File: src/rtl/tone_corr_cell.sv
module tone_corr_cell #(
  parameter int NCH = 8,
  parameter int SW  = 2,
  parameter int PW  = 6,
  parameter int AW  = 32
) (
  input  logic              clk,
  input  logic              rst_n,
  input  logic              smp_stb,
  input  logic [NCH*SW-1:0] smp_in,
  input  logic              smp_vld,
  input  logic [PW-1:0]     ph_re,
  input  logic [PW-1:0]     ph_im,
  input  logic              dump,
  output logic [NCH*AW-1:0] re_out,
  output logic [NCH*AW-1:0] im_out
);
  localparam int NPAIR = NCH / 2;
  localparam int KW    = (NPAIR > 1) ? $clog2(NPAIR) : 1;
  localparam int FW    = SW + PW;
  localparam int OAW   = 2*FW + SW;
  localparam int OBW   = FW + PW;
  localparam int MW    = (OAW > OBW) ? OAW : OBW;
  localparam int PRW   = 2*MW;

  logic [NCH*SW-1:0] smp_l;
  logic [PW-1:0]     re_l, im_l;
  logic              vld_l, busy;
  logic [KW-1:0]     k;

  always_ff @(posedge clk) begin
    if (!rst_n) begin
      smp_l <= '0; re_l <= '0; im_l <= '0; vld_l <= 1'b0;
      busy  <= 1'b0; k <= '0;
    end else if (smp_stb) begin
      smp_l <= smp_in; re_l <= ph_re; im_l <= ph_im; vld_l <= smp_vld;
      busy  <= 1'b1; k <= '0;
    end else if (busy) begin
      k <= k + 1'b1;
      if (k == KW'(NPAIR-1)) busy <= 1'b0;
    end
  end

  logic [SW-1:0]  sa, sb;
  logic [MW-1:0]  op_a, op_b;
  logic [PRW-1:0] prod;
  logic [FW-1:0]  p_ac, p_ad, p_bc, p_bd;

  assign sa   = smp_l[(2*k)*SW +: SW];
  assign sb   = smp_l[(2*k+1)*SW +: SW];
  assign op_a = MW'({sa, {(2*FW-SW){1'b0}}, sb});
  assign op_b = MW'({re_l, {(FW-PW){1'b0}}, im_l});
  assign prod = {{MW{1'b0}}, op_a} * {{MW{1'b0}}, op_b};
  assign p_ac = prod[3*FW +: FW];
  assign p_ad = prod[2*FW +: FW];
  assign p_bc = prod[FW +: FW];
  assign p_bd = prod[0 +: FW];

  logic [NCH*AW-1:0] acc_re, acc_im;

  for (genvar ch = 0; ch < NCH; ch++) begin : g_ch
    logic          hit;
    logic [FW-1:0] inc_re, inc_im;
    assign hit    = busy && vld_l && (k == KW'(ch/2));
    if (ch % 2 == 0) begin : g_hi
      assign inc_re = hit ? p_ac : '0;
      assign inc_im = hit ? p_ad : '0;
    end else begin : g_lo
      assign inc_re = hit ? p_bc : '0;
      assign inc_im = hit ? p_bd : '0;
    end
    always_ff @(posedge clk) begin
      if (!rst_n) begin
        acc_re[ch*AW +: AW] <= '0;
        acc_im[ch*AW +: AW] <= '0;
        re_out[ch*AW +: AW] <= '0;
        im_out[ch*AW +: AW] <= '0;
      end else if (dump) begin
        re_out[ch*AW +: AW] <= acc_re[ch*AW +: AW];
        im_out[ch*AW +: AW] <= acc_im[ch*AW +: AW];
        acc_re[ch*AW +: AW] <= AW'(inc_re);
        acc_im[ch*AW +: AW] <= AW'(inc_im);
      end else begin
        acc_re[ch*AW +: AW] <= acc_re[ch*AW +: AW] + AW'(inc_re);
        acc_im[ch*AW +: AW] <= acc_im[ch*AW +: AW] + AW'(inc_im);
      end
    end
  end
endmodule

File: config.mk
export PLATFORM = sky130hd
export DESIGN_NAME = tone_corr_cell
export DESIGN_NICKNAME = d
export VERILOG_FILES = /design/src/rtl/tone_corr_cell.sv
export SDC_FILE = /design/constraint.sdc
export NUM_CORES = 2
export LEC_CHECK = 0
export ABC_AREA = 1
export BUFFER_PORTS_ARGS = -buffer_cell sky130_fd_sc_hd__buf_2
export CAP_MARGIN = 20
export CORE_MARGIN = 5
export CORE_UTILIZATION = 60
export DETAILED_ROUTE_END_ITERATION = 10
export PLACE_DENSITY_LB_ADDON = 0.05
export SYNTH_ARGS = -nofsm -noshare
export SYNTH_HDL_FRONTEND = slang
export SYNTH_SLANG_ARGS = --single-unit
File: constraint.sdc
create_clock -name clk -period 11.43 [get_ports clk]
set_input_delay 1.143 -clock clk [delete_from_list [all_inputs] [get_ports clk]]
set_output_delay 1.143 -clock clk [all_outputs]
set_load 0.05 [all_outputs]
# Yosys cells after proc, flatten, opt, wreduce, memory -nomap -nowiden
# Cells that the tools add are included.
# word_totals
word_cells	122
reg_bits	1056
# op_classes
mul	1
eq_ne	3
muxes	35
n_addsub	18
shifts	2
bitwise_logic	1
reduce_logical	8
# op_table
op	count
$add 32x8->32	16
$mux 8	32
$mul 18x14->32	1
$shiftx 16x5->2	1
$shiftx 16x6->2	1
$logic_and 1x1->1	5
$add 3x1->4 const B	1
$eq 2x2->1 const B	2
$reduce_or 2->1	2
$mux 1	3
$add 2x1->2 const B	1
$eq 2x1->1 const B	1
$logic_not 2->1	1
$not 1->1	1

# Longest topological paths before layout
# logic_depth
depth_word	6
depth_mapped	40

# Least setup slack after synthesis
# OpenSTA, ideal clock, no wires.
# synth_path
kind	register to register
from	register k[0]
to	register acc_im[86]
arrival_time_ns	5.486
synth_period_minus_slack_ns	5.602
required_time_ns	11.314
slack_ns	5.828
setup_time_ns	0.116
path_stages_with_launch	37
cell_sequence	dfxtp_1 -> buf_2 -> clkinv_1 -> nand2_1 -> a32o_1 -> buf_2 -> nor2_1 -> ha_1 -> ha_1 -> fa_1 -> ha_1 -> ha_1 -> ha_1 -> nand2_1 -> nor2_2 -> nand2_1 -> nor2_1 -> nand2_1 -> nand2_1 -> xor2_2 -> nand2_1 -> inv_1 -> ha_1 -> inv_1 -> fa_1 -> inv_1 -> nand2_1 -> nand2_1 -> nand2_1 -> nand2_1 -> nand2_1 -> nand2_1 -> nand2_1 -> nor2_2 -> nand2_1 -> o21ai_0 -> nor2_1
# synth_via
elab_chain_cells	5
elab_cells_between_ends	8
classes_between	2 x add/sub; 1 x mul; 1 x eq/ne; 2 x shift; 1 x mux; 1 x reduce/logical
# synth_rtl
item	line_no	text
start: declaration	29	logic [KW-1:0] k;
start signal: assignment	39	k <= k + 1'b1;
$add 3x1->4	50	assign sb = smp_l[(2*k+1)*SW +: SW];
$shiftx 16x6->2	50	
$mul 18x14->32	53	assign prod = {{MW{1'b0}}, op_a} * {{MW{1'b0}}, op_b};
$mux 8 *	67	assign inc_im = hit ? p_ad : '0;
$add 32x8->32 *	85	acc_im[ch*AW +: AW] <= acc_im[ch*AW +: AW] + AW'(inc_im);
end signal: indexed assignment	82	acc_im[ch*AW +: AW] <= AW'(inc_im);
end signal: indexed assignment	85	
end: declaration	59	logic [NCH*AW-1:0] acc_re, acc_im;
# Mark *: on every way between the ends. The rest lies on a longest branch, timed or not.
# A chain may end at the register's enable or synchronous reset.

# Final worst setup path
# layout_path
from	register k[0]
to	register acc_re[242]
# layout_via
elab_chain_cells	5
elab_cells_between_ends	7
classes_between	2 x add/sub; 1 x mul; 1 x eq/ne; 1 x shift; 1 x mux; 1 x reduce/logical
# layout_rtl
item	line_no	text
$add 3x1->4	50	
$shiftx 16x6->2	50	
$mul 18x14->32	53	
$mux 8 *	69	assign inc_re = hit ? p_bc : '0;
$add 32x8->32 *	84	acc_re[ch*AW +: AW] <= acc_re[ch*AW +: AW] + AW'(inc_re);
end signal: indexed assignment	81	acc_re[ch*AW +: AW] <= AW'(inc_re);
end signal: indexed assignment	84	
end: declaration	59	
# Marked as above.

==> flow_summary.ini <==
[clock_network]
clk_latency_ns = 0.69
clk_pin_slew_worst_paths_ns = 0.06
cts_tree = done
numCtsBuffers = 106
cts-root-buf = clkbuf_16
cts_buffer_depth = 3
cts_setup_buffers = 0
htreeDepth = 3
clock_sinks = 1056
cts_resized = 0
hold_buffers = 0

[finish]
antenna_cells = 0
most-common-layout-cells = nand2_1 (1864), dfxtp_1 (1056), inv_1 (785), o21ai_0 (630), nor2_1 (550)
fin_nets = 7718
post-route-cell-area_mm2 = 0.0572
drive_gt1_frac = 0.113
layout_commonest_cell = nand2_1
areaGrowthSynthToFinish_pct = 14.3

[worst_setup_path]
path_delay_family = adder cells
cp_num_buf_inv = 5
critPathSlowestCell = xor2_1
worstPathMaxFanout = 12
reg2regPathDepth = 29
ff2ff_setup_slack_ns = 4.62
start_kind = flip-flop
end_kind = flip-flop
crit_top_cell = nand2_1
rr_endpoint = acc_re[242]
crit_arrival_ns = 7.41
critPathMaxStageDelay_ns = 0.83
crit_required_ns = 12.02
reg2reg_from = k[0]
path_class = flip-flop to flip-flop

[pwr]
peakVddDrop_mv = 0.136
powerDensity_mw_per_mm2 = 133
report.power.total_mw = 7.63
p_leak_nw = 25.1

[timing]
worst_pin_slew_ns = 1.11
finalSetupTns_ns = 0
min_period_ns = 6.81
rsz0062_at_grt = false
fmax_ghz = 0.147
slew_headroom = 0.257
hold_viol_final = 0
clock_skew_ns = 0.0225
setup_violations = 0
period_share = 0.596
drv_slew = 0
fin_ws_ns = 4.62

[synthesis]
yosysWarnings = 0
ys_top_cells_by_area = dfxtp_1 (42%), nand2_1 (14%), o21ai_0 (6.3%), inv_1 (5.9%), ha_1 (5.2%)
yosys.area.top_type = dfxtp_1
ys_types = 55
synth_seq_cells = 1056
synth_area_mm2 = 0.0501
seq_area_frac_synth = 0.422
synth_top_area_frac = 0.422
syn-num-nets = 7260
synthCells = 6998
postSynthAreaPerCell_um2 = 7.16

[floorplanning]
start_util = 0.602
ios = 545
coreArea_mm2 = 0.0832
fp-row-count = 106
fp.dieW_um = 299
dieHeight_um = 299
dieArea_mm2 = 0.0894

[grt]
grt_first_pass_wirelength_um = 241000
grt_usage = 0.328
grt_overflow_total = 0
grt_pass1_vias = 45466
grt_max_degree = 221
antenna_found_initial = 2

[hold_path]
hold_depth = 2
hold_start = re_out[168]
hold_path_end = re_out[168]
hold_class = flip-flop to flip-flop

[route]
detail-route-antenna-nets = 0
wl_per_cell_um = 17.8
drt_iter0_drc = 3942
drc_errors = 0
drt_wl_total_um = 154000
via_count = 48629
vias_per_cell = 5.64
firstDrtPassIters = 6

[flow_run]
max-cap-violations = 0

[place]
port_buffers = 544
place_ws_ns = 4.72
finalWeightedCongestion = 0.950
dp_hpwl_um = 112000
dpl_cell_area_mm2 = 0.0535

[outcome]
status = complete, no violations
-- power breakdown --
part / internal (mW) / total [mW] / leakage (nW) / switching, mW
Combinational: 0.0490 / 0.246 / 14.8 / 0.197
Sequential: 3.69 / 3.69 / 8.51 / 0.00574
Clock: 2.18 / 3.69 / 1.83 / 1.51
Total: 5.92 / 7.63 / 25.1 / 1.71
-- sequential cells by signal (all words and copies together) (netlist names) --
name	count
acc_re	256
smp_l	16
acc_im	256
vld_l	1
im_l	6
busy	1
re_out	256
k	2
im_out	256
re_l	6
-- routing by layer --
metal | share of wire | global-route usage
met5 | 0.000085 | 0
met4 | 0.048 | 0.144
met3 | 0.077 | 0.0657
met2 | 0.45 | 0.539
met1 | 0.42 | 0.421
-- cell usage after synthesis (all sizes together) --
master	number
nand3	393
a31o	1
and2	4
nand2	1881
inv	794
o21bai	9
a22o	143
clkbuf	141
xor2	11
nand4	154
nor3b	12
a32o	10
xnor2	14
and3	6
nor3	186
a31oi	6
or2	33
o21ai	660
buf	75
ha	209
a21o	26
dfxtp	1056
a21boi	1
nor4b	3
fa	20
nor4	45
nor2	564
a21oi	478
o22ai	17
o21a	19
clkinv	2
or3	2
nand3b	16
a211oi	7
-- through the flow --
| step | hold slack (ns) | instances | util |
|---|---|---|---|
| 3_3_place_gp | 0.425 | 8427 | 0.643 |
| 2_1_floorplan | 0.422 | 6998 | - |
| 4_1_cts | 0.442 | 8624 | 0.688 |
| 6_report | 0.438 | 8625 | 0.688 |
| 5_1_grt | 0.455 | 8625 | 0.688 |
| 3_5_place_dp | 0.427 | 8427 | 0.643 |
-- layout make-up --
class | instances | area [um^2]
fillers | 7313 | 25900
multi-input cells | 4930 | 25100
flip-flops and latches | 1056 | 21100
clock buffers | 150 | 3050
inverters | 796 | 3000
repair buffers | 566 | 2950
well taps | 1080 | 1350
clock inverters | 47 | 658
-- worst max path at each step --
| stage | from | endpoint | slack, ns | depth (start not counted) |
|---|---|---|---|---|
| CTS | k[0] | acc_re[242] | 4.62 | 29 |
| floorplan | k[0] | acc_im[86] | 5.83 | 36 |
| global placement | k[0] | acc_im[119] | 4.85 | 29 |
| finish | k[0] | acc_re[242] | 4.62 | 29 |
| detailed placement | k[0] | acc_re[246] | 4.72 | 29 |
| global route | k[0] | acc_re[242] | 4.05 | 29 |
-- logic make-up after synthesis --
family / share of synthesized area
buffers and inverters: 0.0774
AOI/OAI and AO/OA: 0.154
and+or+nand+nor: 0.282
xor gates and xnor gates: 0.00467
DFF: 0.422
adders and majority gates: 0.0602
-- tightest hold or removal path, cell delays in order, from the launching register on --
cell,delay (ns)
dfxtp_1,0.32
nand2_1,0.05
nand2_1,0.04
Note: power is estimated with default switching activity, not from simulation.
